<file path="src/rtl/uart_frame_tx.sv">
module uart_frame_tx #(
  parameter int DIV_W = 16
) (
  input  logic             clk,
  input  logic             rst_n,
  input  logic             wr_en,
  input  logic [1:0]       wr_sel,
  input  logic [DIV_W-1:0] wr_data,
  output logic             tx_out,
  output logic             tx_empty,
  output logic             buf_empty,
  output logic             drop_flag
);
  localparam int FRM_W = 12;
  localparam int SUB_W = DIV_W + 1;

  logic [5:0]       fmt_q;
  logic [DIV_W-1:0] div_q, cdiv_q;
  logic [2:0]       frac_q, cfrac_q;
  logic             busy_q, drop_q;
  logic [FRM_W-1:0] sh_q;
  logic [3:0]       nbits_q, bit_q, tick_q;
  logic [SUB_W-1:0] sub_q;

  logic             data_wr, accept;
  logic [3:0]       dbits, nbits_new;
  logic             par;
  logic [FRM_W-1:0] frame;
  logic [SUB_W-1:0] sub_end;

  assign data_wr = wr_en && (wr_sel == 2'd3);
  assign accept  = data_wr && !busy_q && (div_q != '0);
  assign dbits   = {2'b00, fmt_q[1:0]} + 4'd5;
  assign nbits_new = 4'd1 + dbits + {3'b000, fmt_q[5]} + (fmt_q[2] ? 4'd2 : 4'd1);

  always_comb begin
    par   = 1'b0;
    frame = '1;
    frame[0] = 1'b0;
    for (int i = 0; i < 8; i++) begin
      if (i < int'(dbits)) begin
        frame[i+1] = wr_data[i];
        par = par ^ wr_data[i];
      end
    end
    if (fmt_q[5]) frame[dbits+4'd1] = fmt_q[3] ? par : ~par;
  end

  assign sub_end = {1'b0, cdiv_q} + ((tick_q < {1'b0, cfrac_q}) ? SUB_W'(1) : SUB_W'(0));

  always_ff @(posedge clk or negedge rst_n) begin
    if (!rst_n) begin
      fmt_q   <= '0;
      div_q   <= '0;
      frac_q  <= '0;
      cdiv_q  <= '0;
      cfrac_q <= '0;
      busy_q  <= 1'b0;
      drop_q  <= 1'b0;
      sh_q    <= '1;
      nbits_q <= '0;
      bit_q   <= '0;
      tick_q  <= '0;
      sub_q   <= '0;
    end else begin
      if (wr_en) begin
        case (wr_sel)
          2'd0: fmt_q  <= wr_data[5:0];
          2'd1: div_q  <= wr_data;
          2'd2: frac_q <= wr_data[2:0];
          default: ;
        endcase
      end
      if (accept) begin
        busy_q  <= 1'b1;
        drop_q  <= 1'b0;
        sh_q    <= frame;
        nbits_q <= nbits_new;
        bit_q   <= '0;
        tick_q  <= '0;
        sub_q   <= '0;
        cdiv_q  <= div_q;
        cfrac_q <= frac_q;
      end else begin
        if (data_wr) drop_q <= 1'b1;
        if (busy_q) begin
          if (sub_q == sub_end) begin
            sub_q  <= '0;
            tick_q <= tick_q + 4'd1;
            if (tick_q == 4'd15) begin
              sh_q <= {1'b1, sh_q[FRM_W-1:1]};
              if (bit_q == nbits_q - 4'd1) busy_q <= 1'b0;
              else bit_q <= bit_q + 4'd1;
            end
          end else begin
            sub_q <= sub_q + SUB_W'(1);
          end
        end
      end
    end
  end

  assign tx_out    = busy_q ? sh_q[0] : 1'b1;
  assign tx_empty  = !busy_q;
  assign buf_empty = !busy_q;
  assign drop_flag = drop_q;


  start_low_chk: assert property (@(posedge clk) disable iff (!rst_n)
    $rose(busy_q) |-> !tx_out);

  sub_bound_chk: assert property (@(posedge clk) disable iff (!rst_n)
    busy_q |-> (sub_q <= sub_end));

  bit_bound_chk: assert property (@(posedge clk) disable iff (!rst_n)
    busy_q |-> (bit_q < nbits_q));

  flag_pair_chk: assert property (@(posedge clk) disable iff (!rst_n)
    tx_empty == buf_empty);

  div_zero_chk: assert property (@(posedge clk) disable iff (!rst_n)
    (div_q == '0) && tx_empty |=> tx_empty);

  busy_drop_chk: assert property (@(posedge clk) disable iff (!rst_n)
    data_wr && busy_q |=> drop_flag && !tx_empty);

  hold_cfg_chk: assert property (@(posedge clk) disable iff (!rst_n)
    busy_q && $past(busy_q) |-> $stable(cdiv_q) && $stable(cfrac_q));
endmodule

</file>
<file path="config.mk">
export PLATFORM = sky130hd
export DESIGN_NAME = uart_frame_tx
export DESIGN_NICKNAME = d
export VERILOG_FILES = /design/src/rtl/uart_frame_tx.sv
export SDC_FILE = /design/constraint.sdc
export NUM_CORES = 1
export LEC_CHECK = 0
export ABC_AREA = 0
export BUFFER_PORTS_ARGS = -buffer_cell sky130_fd_sc_hd__buf_2
export CAP_MARGIN = 5
export CORE_MARGIN = 2
export CORE_UTILIZATION = 66
export DETAILED_ROUTE_END_ITERATION = 16
export GPL_ROUTABILITY_DRIVEN = 0
export PLACE_DENSITY = 0.92
export RECOVER_POWER = 100
export SYNTH_ARGS = -nofsm -noshare
export SYNTH_HDL_FRONTEND = slang
export SYNTH_SLANG_ARGS = --single-unit
</file>
<file path="constraint.sdc">
create_clock -name clk -period 6.56 [get_ports clk]
set_clock_uncertainty 0.2 [all_clocks]
set_input_delay 0.656 -clock clk [delete_from_list [all_inputs] [get_ports clk]]
set_output_delay 0.656 -clock clk [all_outputs]
set_load 0.005 [all_outputs]
</file>
# After elaboration in Yosys (flattened, before gate mapping)
# Cells that the tools add are included.
[totals]
register_bits = 87
in_bits = 21
out_inout_bits = 4
elab_cells = 110
[classes]
n_addsub = 9
magnitude_cmp = 11
n_eq_ne = 7
n_mux = 46
bitwise = 8
n_reduce_logical = 17
[ops]
columns = ["cell", "n"]
rows = [
  ["$mux W12", 5],
  ["$mux W17", 3],
  ["$mux W4", 8],
  ["$mux W1", 27],
  ["$add A16 B1 Y17", 1],
  ["$add A17 B1 Y17 const B", 1],
  ["$eq A17 B17 Y1", 1],
  ["$lt A3 B4 Y1 const A", 4],
  ["$reduce_bool A16 Y1", 1],
  ["$add A4 B1 Y4 const B", 3],
  ["$bwmux W12", 1],
  ["$lt A1 B4 Y1 const A", 2],
  ["$lt A2 B4 Y1 const A", 2],
  ["$reduce_and A2 Y1", 4],
  ["$reduce_bool A2 Y1", 4],
  ["$xor A1 B1 Y1", 7],
  ["$lt A4 B5 Y1 const B", 1],
  ["$add A2 B3 Y4 const B", 1],
  ["$add A4 B1 Y4", 1],
  ["$add A4 B2 Y4", 1],
  ["$demux W1 S4", 1],
  ["$eq A2 B2 Y1 const B", 2],
  ["$eq A4 B4 Y1", 1],
  ["$eq A4 B4 Y1 const B", 1],
  ["12 further kinds", 15],
]

# Logic depth before layout (Yosys ltp)
# Gate-level depths: netlist of run 1.
[depth]
word_depth = 22
depth_mapped = 15
depth_no_buf = 14

# Worst setup path before layout of run 1
# OpenSTA, ideal clock, no wires.
[synth_path]
path_kind = "register to register"
start = "reg tick_q[1]"
end = "reg sh_q[10]"
setup_ps = 82
t_arrival_ps = 3492
required_ps = 6278
slack_ps = 2786
stages_incl_launch_ff = 15
path_buffers = 1
synth_period_minus_slack_ps = 3774
path_cell_list = "dfrtp_1 -> ha_1 -> a21o_1 -> a211oi_1 -> ha_1 -> ha_1 -> nand4_1 -> nor4_1 -> a211oi_1 -> nand3b_1 -> a21oi_1 -> nor4_4 -> buf_6 -> nor2_4 -> mux2_4"
[synth_via]
elab_chain_cells = 6
elab_cells_between_ends = 8
cone_classes = "add/sub: 1; order compare: 1; eq/ne: 2; mux: 1; reduce/logical: 3"
[synth_lines]
columns = ["element", "line_no", "rtl"]
rows = [
  ["start: declaration", "22", "logic [3:0] nbits_q, bit_q, tick_q;"],
  ["start signal: assignment", "89", "tick_q <= tick_q + 4'd1;"],
  ["$lt A4 B3 Y1", "49", "assign sub_end = {1'b0, cdiv_q} + ((tick_q < {1'b0, cfrac_q}) ? SUB_W'(1) : SUB_W'(0));"],
  ["$mux W1", "49", ""],
  ["$add A16 B1 Y17", "49", ""],
  ["$eq A17 B17 Y1", "87", "if (sub_q == sub_end) begin"],
  ["$reduce_bool A2 Y1 (no line)", "--", ""],
  ["$reduce_and A3 Y1 (no line) (*)", "--", ""],
  ["end signal: assignment", "77", "sh_q <= frame;"],
  ["end signal: assignment", "91", "sh_q <= {1'b1, sh_q[FRM_W-1:1]};"],
  ["end: declaration", "21", "logic [FRM_W-1:0] sh_q;"],
]
# Every way passes the cells marked *; elsewhere a longest branch is shown, timed or not.
# A chain may end at the register's enable or synchronous reset.

# Final worst setup path of run 1
# Ends and elaborated chain as after synthesis.

==> results of run 1 <==
==> state kept, by name, summed over array words and instances (netlist names) <==
signal and flops:
sub_q 17, cdiv_q 16, div_q 16, sh_q 12
fmt_q 5, bit_q 4, nbits_q 4, tick_q 4
cfrac_q 3, frac_q 3, busy_q 1, drop_flag 1
==> cells by family (layout without fill, tap and decap cells) <==
| group | Yosys count | after routing | share of synthesized area (%) |
|---|---|---|---|
| compound gates | 76 | 76 | 10.7 |
| xor+xnor | 47 | 47 | 8.39 |
| fa+ha+maj | 20 | 20 | 5.41 |
| buf+inv | 41 | 63 | 3.52 |
| flops | 86 | 86 | 44.2 |
| mux | 35 | 35 | 7.81 |
| simple gates | 194 | 194 | 20.0 |
==> layer usage <==
metal / global-route usage (%) / wire length (um) / vias up
met5: 0 / 0 / -
met1: 38.2 / 4390 / 1894
met2: 48.4 / 5670 / 219
met4: 16.9 / 554 / 0
li1: - / - / 1802
met3: 5.95 / 916 / 63
==> Yosys cell counts (5+ instances only) <==
library cell	n	share of area [%]
sky130_fd_sc_hd__nand2_1	79	6.0
sky130_fd_sc_hd__dfrtp_1	74	38
sky130_fd_sc_hd__xnor2_1	37	6.6
sky130_fd_sc_hd__nor2_1	31	2.4
sky130_fd_sc_hd__o21ai_0	23	2.3
sky130_fd_sc_hd__mux2_2	22	5.1
sky130_fd_sc_hd__inv_1	20	1.5
sky130_fd_sc_hd__ha_1	18	4.6
sky130_fd_sc_hd__a21oi_1	17	1.7
sky130_fd_sc_hd__nand3_1	15	1.5
sky130_fd_sc_hd__clkbuf_1	13	0.99
sky130_fd_sc_hd__dfstp_2	12	6.4
sky130_fd_sc_hd__mux2i_1	12	2.4
sky130_fd_sc_hd__nand4_1	12	1.5
sky130_fd_sc_hd__nor4_1	12	1.5
sky130_fd_sc_hd__nor3_1	10	1.0
sky130_fd_sc_hd__xor2_1	10	1.8
sky130_fd_sc_hd__a211oi_1	8	1.2
sky130_fd_sc_hd__a31oi_1	6	0.77
sky130_fd_sc_hd__nand3b_1	5	0.77
==> path summary, 6_finish.rpt <==
check,start,to,cells after the start
worst max-delay path,tick_q[1],sh_q[10],13
worst min-delay path,sh_q[5],sh_q[5],2
worst max register to register,tick_q[1],sh_q[10],13
worst min register to register,sh_q[5],sh_q[5],2
max in group asynchronous,rst_n,tick_q[0],1
min in group asynchronous,rst_n,bit_q[3],1
==> stage by stage <==
stage               hold WS [ns]  utilization, %
finish                     0.287            72.4
global route               0.304            72.4
CTS                        0.285            73.1
detailed placement         0.257            70.3
global placement           0.239            70.3
floorplan                  0.160               -
==> critical path: stages, from the launching register on <==
cell	delay [ns]
sky130_fd_sc_hd__dfrtp_1	0.45
sky130_fd_sc_hd__ha_1	0.30
sky130_fd_sc_hd__a21o_1	0.17
sky130_fd_sc_hd__a211oi_1	0.30
sky130_fd_sc_hd__ha_1	0.28
sky130_fd_sc_hd__ha_1	0.27
sky130_fd_sc_hd__nand4_1	0.19
sky130_fd_sc_hd__a2111oi_0	0.51
sky130_fd_sc_hd__a211oi_1	0.15
sky130_fd_sc_hd__a221oi_1	0.25
sky130_fd_sc_hd__o211ai_1	0.31
sky130_fd_sc_hd__nor4_4	0.74
sky130_fd_sc_hd__nor2_1	0.28
sky130_fd_sc_hd__mux2_1	0.43
==> power by group through the flow <==
| stage | clock network (mW) | registers, mW | logic (mW) |
|---|---|---|---|
| final | 0.373 | 0.832 | 0.529 |
| after global routing | 0.396 | 0.849 | 0.591 |
| after CTS | 0.373 | 0.823 | 0.534 |
| after detailed placement | 0 | 0.828 | 0.514 |
| after global placement | 0 | 0.818 | 0.473 |
| after floorplan | 0 | 0.770 | 0.427 |
==> area by class of cell <==
cell class	count	area, um^2	area share [%]
flip-flops and latches	86	2170	41.5
well taps	99	124	2.37
repair buffers	26	124	2.37
clock inverters	7	76.3	1.46
clock buffers	9	124	2.37
multi-input cells	372	2530	48.4
inverters	21	78.8	1.51
==> impl_summary.log, run 1 <==
[metrics] endpoint arrival time on the critical path: 5.02 ns
[metrics] filler cell count: 471
[metrics] first-pass GRT wire length: 19,400 um
[metrics] die boundary height: 90.2 um
[metrics] max-capacitance violation count: 2
[metrics] final HPWL from detailed placement: 7710 um
[metrics] core region area: 7210 um^2
[metrics] Mean Syn Cell Area: 9.83 um^2
[metrics] overall routed net length: 11,500 um
[metrics] Via-to-Cell Ratio: 6.42
[metrics] most common cell after layout, fill and taps aside: sky130_fd_sc_hd__nand2_1
[metrics] width of the die: 90.2 um
[metrics] starting density of the core: 68.0%
[metrics] total of endpoints with negative setup slack in the final report: 0
[metrics] Vias: 3,978
[metrics] Worst Setup Start Kind: flip-flop
[metrics] Antenna Violating Nets Remaining: 0
[metrics] static leakage: 2.21 nW
[metrics] CTS tree: done
[metrics] via count of the first global-routing pass: 3,988
[metrics] pins over their slew limit: 124
[metrics] Clock Latency Late Sink: 0.37 ns
[metrics] H-tree levels: 3
[metrics] FP Rows: 31
[metrics] Port Buffer Count: 24
[metrics] highest attainable clock frequency: 0.203 GHz
[metrics] type of the worst setup path: reg -> reg
[metrics] Worst slew margin: -198%
[metrics] NetSw: 0.672 mW
[metrics] TritonCTS buffer count: 9
[metrics] # clock sinks: 86
[metrics] overall overflow remaining after global route: 0
[metrics] switching part of the total: 38.8%
[metrics] number of standard cells after synthesis: 499
[metrics] post-route setup TNS: 0 ns
[metrics] RSZ-0062 raised after global routing: false
[metrics] endpoints failing hold: 0
[metrics] total power: 1.73 mW
[metrics] most instantiated flip-flop cell in the synthesis netlist: sky130_fd_sc_hd__dfrtp_1
[metrics] overall track demand over capacity in global routing: 30.1%
[metrics] final antenna diode count: 0
[metrics] post-layout instance area: 5220 um^2
[metrics] area post-placement: 5070 um^2
[metrics] Final Instance Count excl. Fillers: 620
[metrics] failing checks: capacitance limit, slew limit
[metrics] run status: finished, violations left
[metrics] largest net degree at the start of global routing: 87
[metrics] proportion of synthesized flip-flops having asynchronous set or reset: 100%
[metrics] CP required: 6.66 ns
[metrics] number of buffers added to fix hold violations after cts: 0
[metrics] initial antenna violation count: 0
[metrics] number of different library cells in the post-synthesis netlist: 61
[metrics] peak supply drop: 0.226 mV
[metrics] dpl ws: 2.02 ns
[metrics] synthesized netlist net count: 540
[metrics] critical path peak fanout: 10
[metrics] net total in the final layout: 557
[metrics] count of yosys warnings during synthesis: 0
[metrics] cell-internal power: 1.06 mW
[metrics] ports placed on the boundary: 25
[metrics] Clock Tree Buf Depth: 2
[metrics] kind of end point of the critical path: flip-flop
[metrics] P per Cell Area: 332 nW/um^2
[metrics] post-CTS clock slew at the launch and capture registers of the worst setup and hold paths: 0.10 ns
[metrics] number of synthesized register bits: 86
[metrics] share of final-layout standard cells stronger than drive strength 1: 15.2%
[metrics] post-layout minimum cycle time: 4.92 ns
[metrics] total standard cell area after synthesis: 4900 um^2
[metrics] first-iteration detailed-routing DRC count: 670
[metrics] transition time at the pin with the least slew margin: 4.47 ns
[metrics] Hold/Removal Path Class: reg -> reg
[metrics] area of the die: 8140 um^2
[metrics] number of post-CTS setup repair buffers: 0
[metrics] Layout Area Growth over Synthesis: 6.51%
[metrics] share of power burned in registers: 48.0%
[metrics] worst reg2reg setup slack: 1.64 ns
[metrics] most used cells in the layout excluding fill and tap cells: 79 x sky130_fd_sc_hd__nand2_1, 74 x sky130_fd_sc_hd__dfrtp_1, 37 x sky130_fd_sc_hd__xnor2_1
[metrics] Comb power frac: 30.5%
[metrics] clock network fraction of design power: 21.5%
[metrics] final setup margin: 1.64 ns
[metrics] number of instances resized during post-cts repair: 0
[metrics] part of the cycle the worst path needs: 74.9%
[metrics] count of flip-flops with a built-in enable after synthesis: 0
[metrics] number of remaining DRC errors: 0
[metrics] number of placed cells counting well taps: 604
[metrics] DR pass1 iterations: 6
[metrics] sequential cell area fraction in the yosys report: 44.2%
[metrics] Wirelength per Cell: 18.6 um
[metrics] clk root buf: sky130_fd_sc_hd__clkbuf_8
(Power assumes the default switching activity.)
==> run 2: changes to the inputs <==
--- a/config.mk
+++ b/config.mk
@@ -5,14 +5,14 @@
 export SDC_FILE = /design/constraint.sdc
 export NUM_CORES = 1
 export LEC_CHECK = 0
-export ABC_AREA = 0
+export ABC_AREA = 1
 export BUFFER_PORTS_ARGS = -buffer_cell sky130_fd_sc_hd__buf_2
 export CAP_MARGIN = 5
 export CORE_MARGIN = 2
-export CORE_UTILIZATION = 66
+export CORE_UTILIZATION = 56
 export DETAILED_ROUTE_END_ITERATION = 16
 export GPL_ROUTABILITY_DRIVEN = 0
-export PLACE_DENSITY = 0.92
+export PLACE_DENSITY = 0.84
 export RECOVER_POWER = 100
 export SYNTH_ARGS = -nofsm -noshare
 export SYNTH_HDL_FRONTEND = slang
==> constraint.sdc (replaced) <==
create_clock -name clk -period 4.5 [get_ports clk]
set_clock_uncertainty 0.2 [all_clocks]
set_input_delay 0.45 -clock clk [delete_from_list [all_inputs] [get_ports clk]]
set_output_delay 0.45 -clock clk [all_outputs]
set_load 0.005 [all_outputs]
==> impl_summary.log, run 2 <==
[metrics] run status: finished, violations left
[metrics] failing checks: capacitance limit, slew limit
[metrics] cell seen most often among critical-path stages: sky130_fd_sc_hd__nand2_1
[metrics] part of the cycle the worst path needs: 86.4%
[metrics] number of synthesized register bits: 86
[metrics] endpoint arrival time on the critical path: 3.93 ns
[metrics] total standard cell area after synthesis: 5210 um^2
[metrics] first-iteration detailed-routing DRC count: 302
[metrics] flip-flop count of the largest register, all copies and words added: 17
[metrics] number of instances resized during post-cts repair: 0
[metrics] synthesized netlist net count: 762
[metrics] area of the die: 10,100 um^2
[metrics] number of placed cells counting well taps: 837
[metrics] Antenna Violating Nets Remaining: 0
[metrics] Vias: 4,595
[metrics] Hold/Removal Path Class: in -> reg
[metrics] RSZ-0062 raised after global routing: false
[metrics] number of standard cells after synthesis: 721
[metrics] via count of the first global-routing pass: 4,342
[metrics] total of endpoints with negative setup slack in the final report: 0
[metrics] overall overflow remaining after global route: 0
[metrics] largest registers ranked by flip-flop count: sub_q x17, cdiv_q x16, div_q x16
[metrics] max-capacitance violation count: 1
[metrics] count of yosys warnings during synthesis: 0
[metrics] number of post-CTS setup repair buffers: 0
[metrics] register name with the most flops: sub_q
[metrics] # clock sinks: 86
[metrics] proportion of synthesized flip-flops having asynchronous set or reset: 100%
[metrics] Via-to-Cell Ratio: 5.39
[metrics] ranking of synthesized cells by area: sky130_fd_sc_hd__dfrtp_1 36%, sky130_fd_sc_hd__nand2_1 16%, sky130_fd_sc_hd__inv_1 7.3%
[metrics] Worst slew margin: -37.6%
[metrics] kind of end point of the critical path: flip-flop
[metrics] clk root buf: sky130_fd_sc_hd__clkbuf_8
[metrics] number of buffers added to fix hold violations after cts: 0
[metrics] post-route setup TNS: 0 ns
[metrics] Sequential cell area: 2170 um^2
[metrics] WP buf/inv: 1
[metrics] largest net degree at the start of global routing: 87
[metrics] area of combinational cells with multiple inputs: 2550 um^2
[metrics] highest attainable clock frequency: 0.257 GHz
[metrics] filler cell count: 747
[metrics] starting density of the core: 56.9%
[metrics] post-CTS clock slew at the launch and capture registers of the worst setup and hold paths: 0.11 ns
[metrics] most common cell after layout, fill and taps aside: sky130_fd_sc_hd__nand2_1
[metrics] peak supply drop: 0.204 mV
[metrics] number of different library cells in the post-synthesis netlist: 32
[metrics] final antenna diode count: 0
[metrics] P per Cell Area: 290 nW/um^2
[metrics] Port Buffer Count: 24
[metrics] Mean Syn Cell Area: 7.22 um^2
[metrics] sequential cell area fraction in the yosys report: 41.6%
[metrics] DR pass1 iterations: 5
[metrics] Wirelength per Cell: 13.2 um
[metrics] H-tree levels: 3
[metrics] share of final-layout standard cells stronger than drive strength 1: 8.89%
[metrics] Slowest cell on crit path: sky130_fd_sc_hd__o21ai_4
[metrics] Final Instance Count excl. Fillers: 853
[metrics] type of the worst setup path: reg -> reg
[metrics] final HPWL from detailed placement: 8010 um
[metrics] Clock Tree Buf Depth: 2
[metrics] ports placed on the boundary: 25
[metrics] count of flip-flops with a built-in enable after synthesis: 0
[metrics] static leakage: 2.90 nW
[metrics] crit-path leading delay family: simple AND/OR/NAND/NOR gates
[metrics] overall routed net length: 11,300 um
[metrics] post-layout minimum cycle time: 3.89 ns
[metrics] CP required: 4.54 ns
[metrics] pins over their slew limit: 87
[metrics] Yosys top cell by area: sky130_fd_sc_hd__dfrtp_1
[metrics] CTS tree: done
[metrics] die boundary height: 100 um
[metrics] first-pass GRT wire length: 19,400 um
[metrics] TritonCTS buffer count: 9
[metrics] initial antenna violation count: 0
[metrics] endpoints failing hold: 0
[metrics] core region area: 9150 um^2
[metrics] Layout Area Growth over Synthesis: 7.57%
[metrics] slowest stage delay, CP: 0.48 ns
[metrics] number of remaining DRC errors: 0
[metrics] overall track demand over capacity in global routing: 24.0%
[metrics] net total in the final layout: 778
[metrics] area share of the largest cell type after synthesis: 35.6%
[metrics] Clock Latency Late Sink: 0.37 ns
[metrics] most numerous cell types in the synthesized netlist: 216 x sky130_fd_sc_hd__nand2_1, 101 x sky130_fd_sc_hd__inv_1, 74 x sky130_fd_sc_hd__dfrtp_1, 74 x sky130_fd_sc_hd__nor2_1
[metrics] worst-path cell chain: ha_1 -> a21o_1 -> a211oi_1 -> ha_1 -> ha_1 -> nand2_1 -> nor2_4 -> nand2_1 -> nand2_1 -> nand2_1 -> nand2_1 -> nand3_1 -> nor2_1 -> nand2_1 -> o21ai_4 -> nand2_4 -> inv_1 -> nor2_1
[metrics] width of the die: 100 um
[metrics] critical path peak fanout: 19
[metrics] most used cells in the layout excluding fill and tap cells: 216 x sky130_fd_sc_hd__nand2_1, 102 x sky130_fd_sc_hd__inv_1, 74 x sky130_fd_sc_hd__nor2_1, 74 x sky130_fd_sc_hd__dfrtp_1
[metrics] count leader, synth: sky130_fd_sc_hd__nand2_1
[metrics] transition time at the pin with the least slew margin: 2.06 ns
[metrics] FP Rows: 35
[metrics] Worst Setup Start Kind: flip-flop
[metrics] most instantiated flip-flop cell in the synthesis netlist: sky130_fd_sc_hd__dfrtp_1
==> run 2: worst reg2reg max path, stage by stage (launching register included) <==
cell and delay [ns]:
sky130_fd_sc_hd__dfrtp_1 0.42, sky130_fd_sc_hd__ha_1 0.28, sky130_fd_sc_hd__a21o_1 0.17, sky130_fd_sc_hd__a211oi_1 0.23, sky130_fd_sc_hd__ha_1 0.26, sky130_fd_sc_hd__ha_1 0.20
sky130_fd_sc_hd__nand2_1 0.12, sky130_fd_sc_hd__nor2_4 0.20, sky130_fd_sc_hd__nand2_1 0.12, sky130_fd_sc_hd__nand2_1 0.10, sky130_fd_sc_hd__nand2_1 0.06, sky130_fd_sc_hd__nand2_1 0.06
sky130_fd_sc_hd__nand3_1 0.07, sky130_fd_sc_hd__nor2_1 0.11, sky130_fd_sc_hd__nand2_1 0.12, sky130_fd_sc_hd__o21ai_4 0.48, sky130_fd_sc_hd__nand2_4 0.14, sky130_fd_sc_hd__inv_1 0.35
sky130_fd_sc_hd__nor2_1 0.09
==> run 2: logic make-up (layout without fill, tap and decap cells) <==
kind of cell | after synthesis | count (layout) | synth area share, %
xor gates and xnor gates | 28 | 28 | 4.71
adders and majority gates | 20 | 20 | 5.09
and+or+nand+nor | 386 | 386 | 31.6
DFF | 86 | 86 | 41.6
buffers and inverters | 127 | 148 | 9.49
AOI/OAI and AO/OA | 74 | 74 | 7.52
==> run 2: per-layer routing <==
metal	vias to the layer above	global-route usage [%]	share of wire [%]
li1	2292	-	-
met1	2160	33.9	47
met5	-	0	0
met4	0	8.54	1.6
met3	19	3.76	5.2
met2	124	37.9	46
==> run 2: layout make-up <==
type | instances | area share, %
Sequential cell | 86 | 38.7
Timing Repair Buffer | 28 | 2.50
Multi-Input combinational cell | 508 | 45.5
Clock inverter | 7 | 1.70
Tap cell | 111 | 2.48
Clock buffer | 9 | 2.21
Inverter | 104 | 6.97
==> run 2: path summary, 6_finish.rpt <==
kind,startpoint,endpoint,depth (start not counted),slack (ns)
max in group asynchronous,rst_n,tick_q[2],1,2.43
worst min register to register,sh_q[4],sh_q[4],2,0.27
min in group asynchronous,rst_n,sub_q[13],1,0.46
worst min-delay path,wr_data[8],div_q[8],3,0.12
worst max-delay path,tick_q[1],sub_q[4],18,0.61
worst max register to register,tick_q[1],sub_q[4],18,0.61
==> run 2: report_power, final <==
| group | internal [mW] | switching (mW) | total (mW) |
|---|---|---|---|
| logic | 0.0629 | 0.117 | 0.180 |
| registers | 0.807 | 0.0275 | 0.835 |
| clock network | 0.275 | 0.333 | 0.608 |
| total | 1.15 | 0.477 | 1.62 |
==> run 2: per-stage QoR <==
stage               utilization, %  setup slack, ns  hold WS, ns  area (um^2)  total power, mW
floorplan                        -             1.34      -0.0456         5210            0.964
global placement              59.0            0.961        0.249         5400             1.02
detailed placement            59.0            0.770        0.254         5400             1.03
CTS                           61.4            0.732        0.106         5620             1.63
global route                  61.2            0.174        0.138         5600             1.70
finish                        61.2            0.611        0.122         5600             1.62
==> run 3: changes to the inputs <==
--- a/config.mk
+++ b/config.mk
@@ -8,11 +8,13 @@
 export ABC_AREA = 1
 export BUFFER_PORTS_ARGS = -buffer_cell sky130_fd_sc_hd__buf_2
 export CAP_MARGIN = 5
+export CELL_PAD_IN_SITES_DETAIL_PLACEMENT = 2
+export CELL_PAD_IN_SITES_GLOBAL_PLACEMENT = 2
 export CORE_MARGIN = 2
-export CORE_UTILIZATION = 56
+export CORE_UTILIZATION = 32
 export DETAILED_ROUTE_END_ITERATION = 16
 export GPL_ROUTABILITY_DRIVEN = 0
-export PLACE_DENSITY = 0.84
+export PLACE_DENSITY_LB_ADDON = 0.1
 export RECOVER_POWER = 100
 export SYNTH_ARGS = -nofsm -noshare
 export SYNTH_HDL_FRONTEND = slang
==> impl_summary.log, run 3 (synthesized netlist as in run 2, its figures left out) <==
[metrics] run status: finished, violations left
[metrics] failing checks: capacitance limit, slew limit
[metrics] total of endpoints with negative setup slack in the final report: 0
[metrics] number of post-CTS setup repair buffers: 0
[metrics] kind of end point of the critical path: flip-flop
[metrics] peak supply drop: 0.163 mV
[metrics] number of remaining DRC errors: 0
[metrics] critical path peak fanout: 12
[metrics] crit-path leading delay family: simple AND/OR/NAND/NOR gates
[metrics] TritonCTS buffer count: 9
[metrics] Clock Tree Buf Depth: 2
[metrics] hold path endpoint: div_q[11]
[metrics] clk root buf: sky130_fd_sc_hd__clkbuf_16
[metrics] ports placed on the boundary: 25
[metrics] logic depth of the worst setup path including buffers: 18
[metrics] core region area: 15,900 um^2
[metrics] cell-internal power: 1.26 mW
[metrics] worst reg2reg setup slack: 0.66 ns
[metrics] Sequential cell area: 2170 um^2
[metrics] Vias: 4,679
[metrics] endpoints failing hold: 0
[metrics] Clock Latency Late Sink: 0.35 ns
[metrics] cell depth of the worst flop-to-flop path: 18
[metrics] Hold/Removal Path Class: in -> reg
[metrics] share of final-layout standard cells stronger than drive strength 1: 9.02%
[metrics] endpoint arrival time on the critical path: 3.92 ns
[metrics] number of buffers added to fix hold violations after cts: 0
[metrics] Wirelength per Cell: 16.5 um
[metrics] Worst Setup Start Kind: flip-flop
[metrics] min-delay src: wr_data[11]
[metrics] static leakage: 2.93 nW
[metrics] overall overflow remaining after global route: 0
[metrics] Layout Area Growth over Synthesis: 11.1%
[metrics] largest registers ranked by flip-flop count: sub_q x17, cdiv_q x16, div_q x16
[metrics] CTS tree: done
[metrics] starting density of the core: 32.8%
[metrics] register name with the most flops: sub_q
[metrics] H-tree levels: 3
[metrics] Port Buffer Count: 24
[metrics] P per Cell Area: 303 nW/um^2
[metrics] Cells on Worst Hold Path: 3
[metrics] post-CTS clock slew at the launch and capture registers of the worst setup and hold paths: 0.07 ns
[metrics] highest attainable clock frequency: 0.261 GHz
[metrics] end of the worst register-to-register path: sh_q[4]
[metrics] final worst hold slack: 0.153 ns
[metrics] via count of the first global-routing pass: 5,125
[metrics] transition time at the pin with the least slew margin: 3.39 ns
[metrics] filler cell count: 1,943
[metrics] post-layout minimum cycle time: 3.84 ns
[metrics] most common cell after layout, fill and taps aside: sky130_fd_sc_hd__nand2_1
[metrics] # clock sinks: 86
[metrics] die boundary height: 132 um
[metrics] number of instances resized during post-cts repair: 0
[metrics] first-iteration detailed-routing DRC count: 167
[metrics] flip-flop count of the largest register, all copies and words added: 17
[metrics] largest net degree at the start of global routing: 58
[metrics] most used cells in the layout excluding fill and tap cells: 217 x sky130_fd_sc_hd__nand2_1, 101 x sky130_fd_sc_hd__inv_1, 74 x sky130_fd_sc_hd__nor2_1, 74 x sky130_fd_sc_hd__dfrtp_1, 47 x sky130_fd_sc_hd__nand3_1
[metrics] final antenna diode count: 0
[metrics] overall routed net length: 15,800 um
[metrics] Comb power frac: 11.0%
[metrics] area of combinational cells with multiple inputs: 2530 um^2
[metrics] CP required: 4.58 ns
[metrics] worst-path cell chain: ha_1 -> a21o_1 -> a211oi_1 -> ha_1 -> ha_1 -> nand2_1 -> nor2_4 -> nand3_2 -> inv_2 -> nand3_1 -> nand2_1 -> nand2_1 -> nor2_1 -> nand2_1 -> o21ai_4 -> nand3_1 -> nand2_1 -> nand2_1
[metrics] type of the worst setup path: reg -> reg
[metrics] part of the cycle the worst path needs: 85.3%
[metrics] cell seen most often among critical-path stages: sky130_fd_sc_hd__nand2_1
[metrics] net total in the final layout: 779
[metrics] first-pass GRT wire length: 26,800 um
[metrics] Slowest cell on crit path: sky130_fd_sc_hd__nand3_1
[metrics] clock network fraction of design power: 41.4%
[metrics] Antenna Violating Nets Remaining: 0
[metrics] max-capacitance violation count: 1
[metrics] worst r2r src: tick_q[1]
[metrics] switching part of the total: 28.1%
[metrics] NetSw: 0.493 mW
[metrics] final HPWL from detailed placement: 11,800 um
[metrics] width of the die: 132 um
[metrics] pins over their slew limit: 58
[metrics] share of power burned in registers: 47.6%
[metrics] initial antenna violation count: 0
[metrics] RSZ-0062 raised after global routing: false
[metrics] WP buf/inv: 1
[metrics] DR pass1 iterations: 4
[metrics] post-route setup TNS: 0 ns
[metrics] Worst slew margin: -126%
[metrics] FP Rows: 46
[metrics] area of the die: 17,300 um^2
[metrics] overall track demand over capacity in global routing: 19.5%
[metrics] Via-to-Cell Ratio: 4.88
[metrics] slowest stage delay, CP: 0.44 ns
## run 3: cell count changes in the layout (fill, tap and decap cells not counted), moves of 2 or more
| cell | delta |
|---|---|
| sky130_fd_sc_hd__clkbuf_16 | +9 |
| sky130_fd_sc_hd__inv_6 | -2 |
| sky130_fd_sc_hd__clkinv_2 | +3 |
| sky130_fd_sc_hd__buf_2 | +2 |
| sky130_fd_sc_hd__inv_8 | -2 |
| sky130_fd_sc_hd__clkbuf_8 | -8 |
## run 3: final cells by class
type | instances | area share, %
Multi-Input combinational cell | 508 | 43.8
Tap cell | 216 | 4.67
Sequential cell | 86 | 37.5
Clock buffer | 11 | 4.20
Inverter | 104 | 6.75
Clock inverter | 5 | 0.562
Timing Repair Buffer | 29 | 2.55
## run 3: worst max-delay path by stage
stage | startpoint | end | slack, ns
final | tick_q[1] | sh_q[4] | 0.66
after global routing | rst_n | cfrac_q[0] | 0.23
after CTS | tick_q[1] | sh_q[4] | 0.74
after detailed placement | tick_q[1] | sh_q[6] | 0.79
after global placement | tick_q[1] | sh_q[11] | 1.0
after floorplan | tick_q[1] | sub_q[12] | 1.34
## run 3: layer usage
| layer | GRT usage, % | up-vias | routed length, um |
|---|---|---|---|
| met4 | 6.04 | 0 | 217 |
| met1 | 25.9 | 2327 | 7610 |
| li1 | - | 2300 | - |
| met5 | 0 | - | 0 |
| met3 | 2.89 | 17 | 310 |
| met2 | 32.5 | 35 | 7680 |
## run 3: stage by stage
step                      setup WS (ns)  util, %  area, um^2  total power, mW  std cells
after floorplan                    1.34        -        5210            0.964        721
after global placement            0.995     34.9        5540             1.04        943
after detailed placement          0.786     34.9        5540             1.05        943
after CTS                         0.743     36.6        5810             1.79        959
after global routing              0.229     36.4        5790             1.85        959
final                             0.662     36.4        5790             1.75        959
## run 3: worst register-to-register path, delay by kind of cell, from the launching register on
kind	cells	cell delay, ns
AO/OA/AOI/OAI	3	0.68
adder cells (fa/ha/maj)	3	0.74
buffers and inverters	1	0.08
flip-flops	1	0.42
AND/OR/NAND/NOR	11	1.64
## run 3: power groups by stage
| stage | logic, mW | clock network, mW | registers [mW] |
|---|---|---|---|
| after floorplan | 0.124 | 0 | 0.840 |
| after global placement | 0.188 | 0 | 0.849 |
| after detailed placement | 0.201 | 0 | 0.850 |
| after CTS | 0.203 | 0.751 | 0.836 |
| after global routing | 0.228 | 0.776 | 0.842 |
| final | 0.192 | 0.727 | 0.835 |
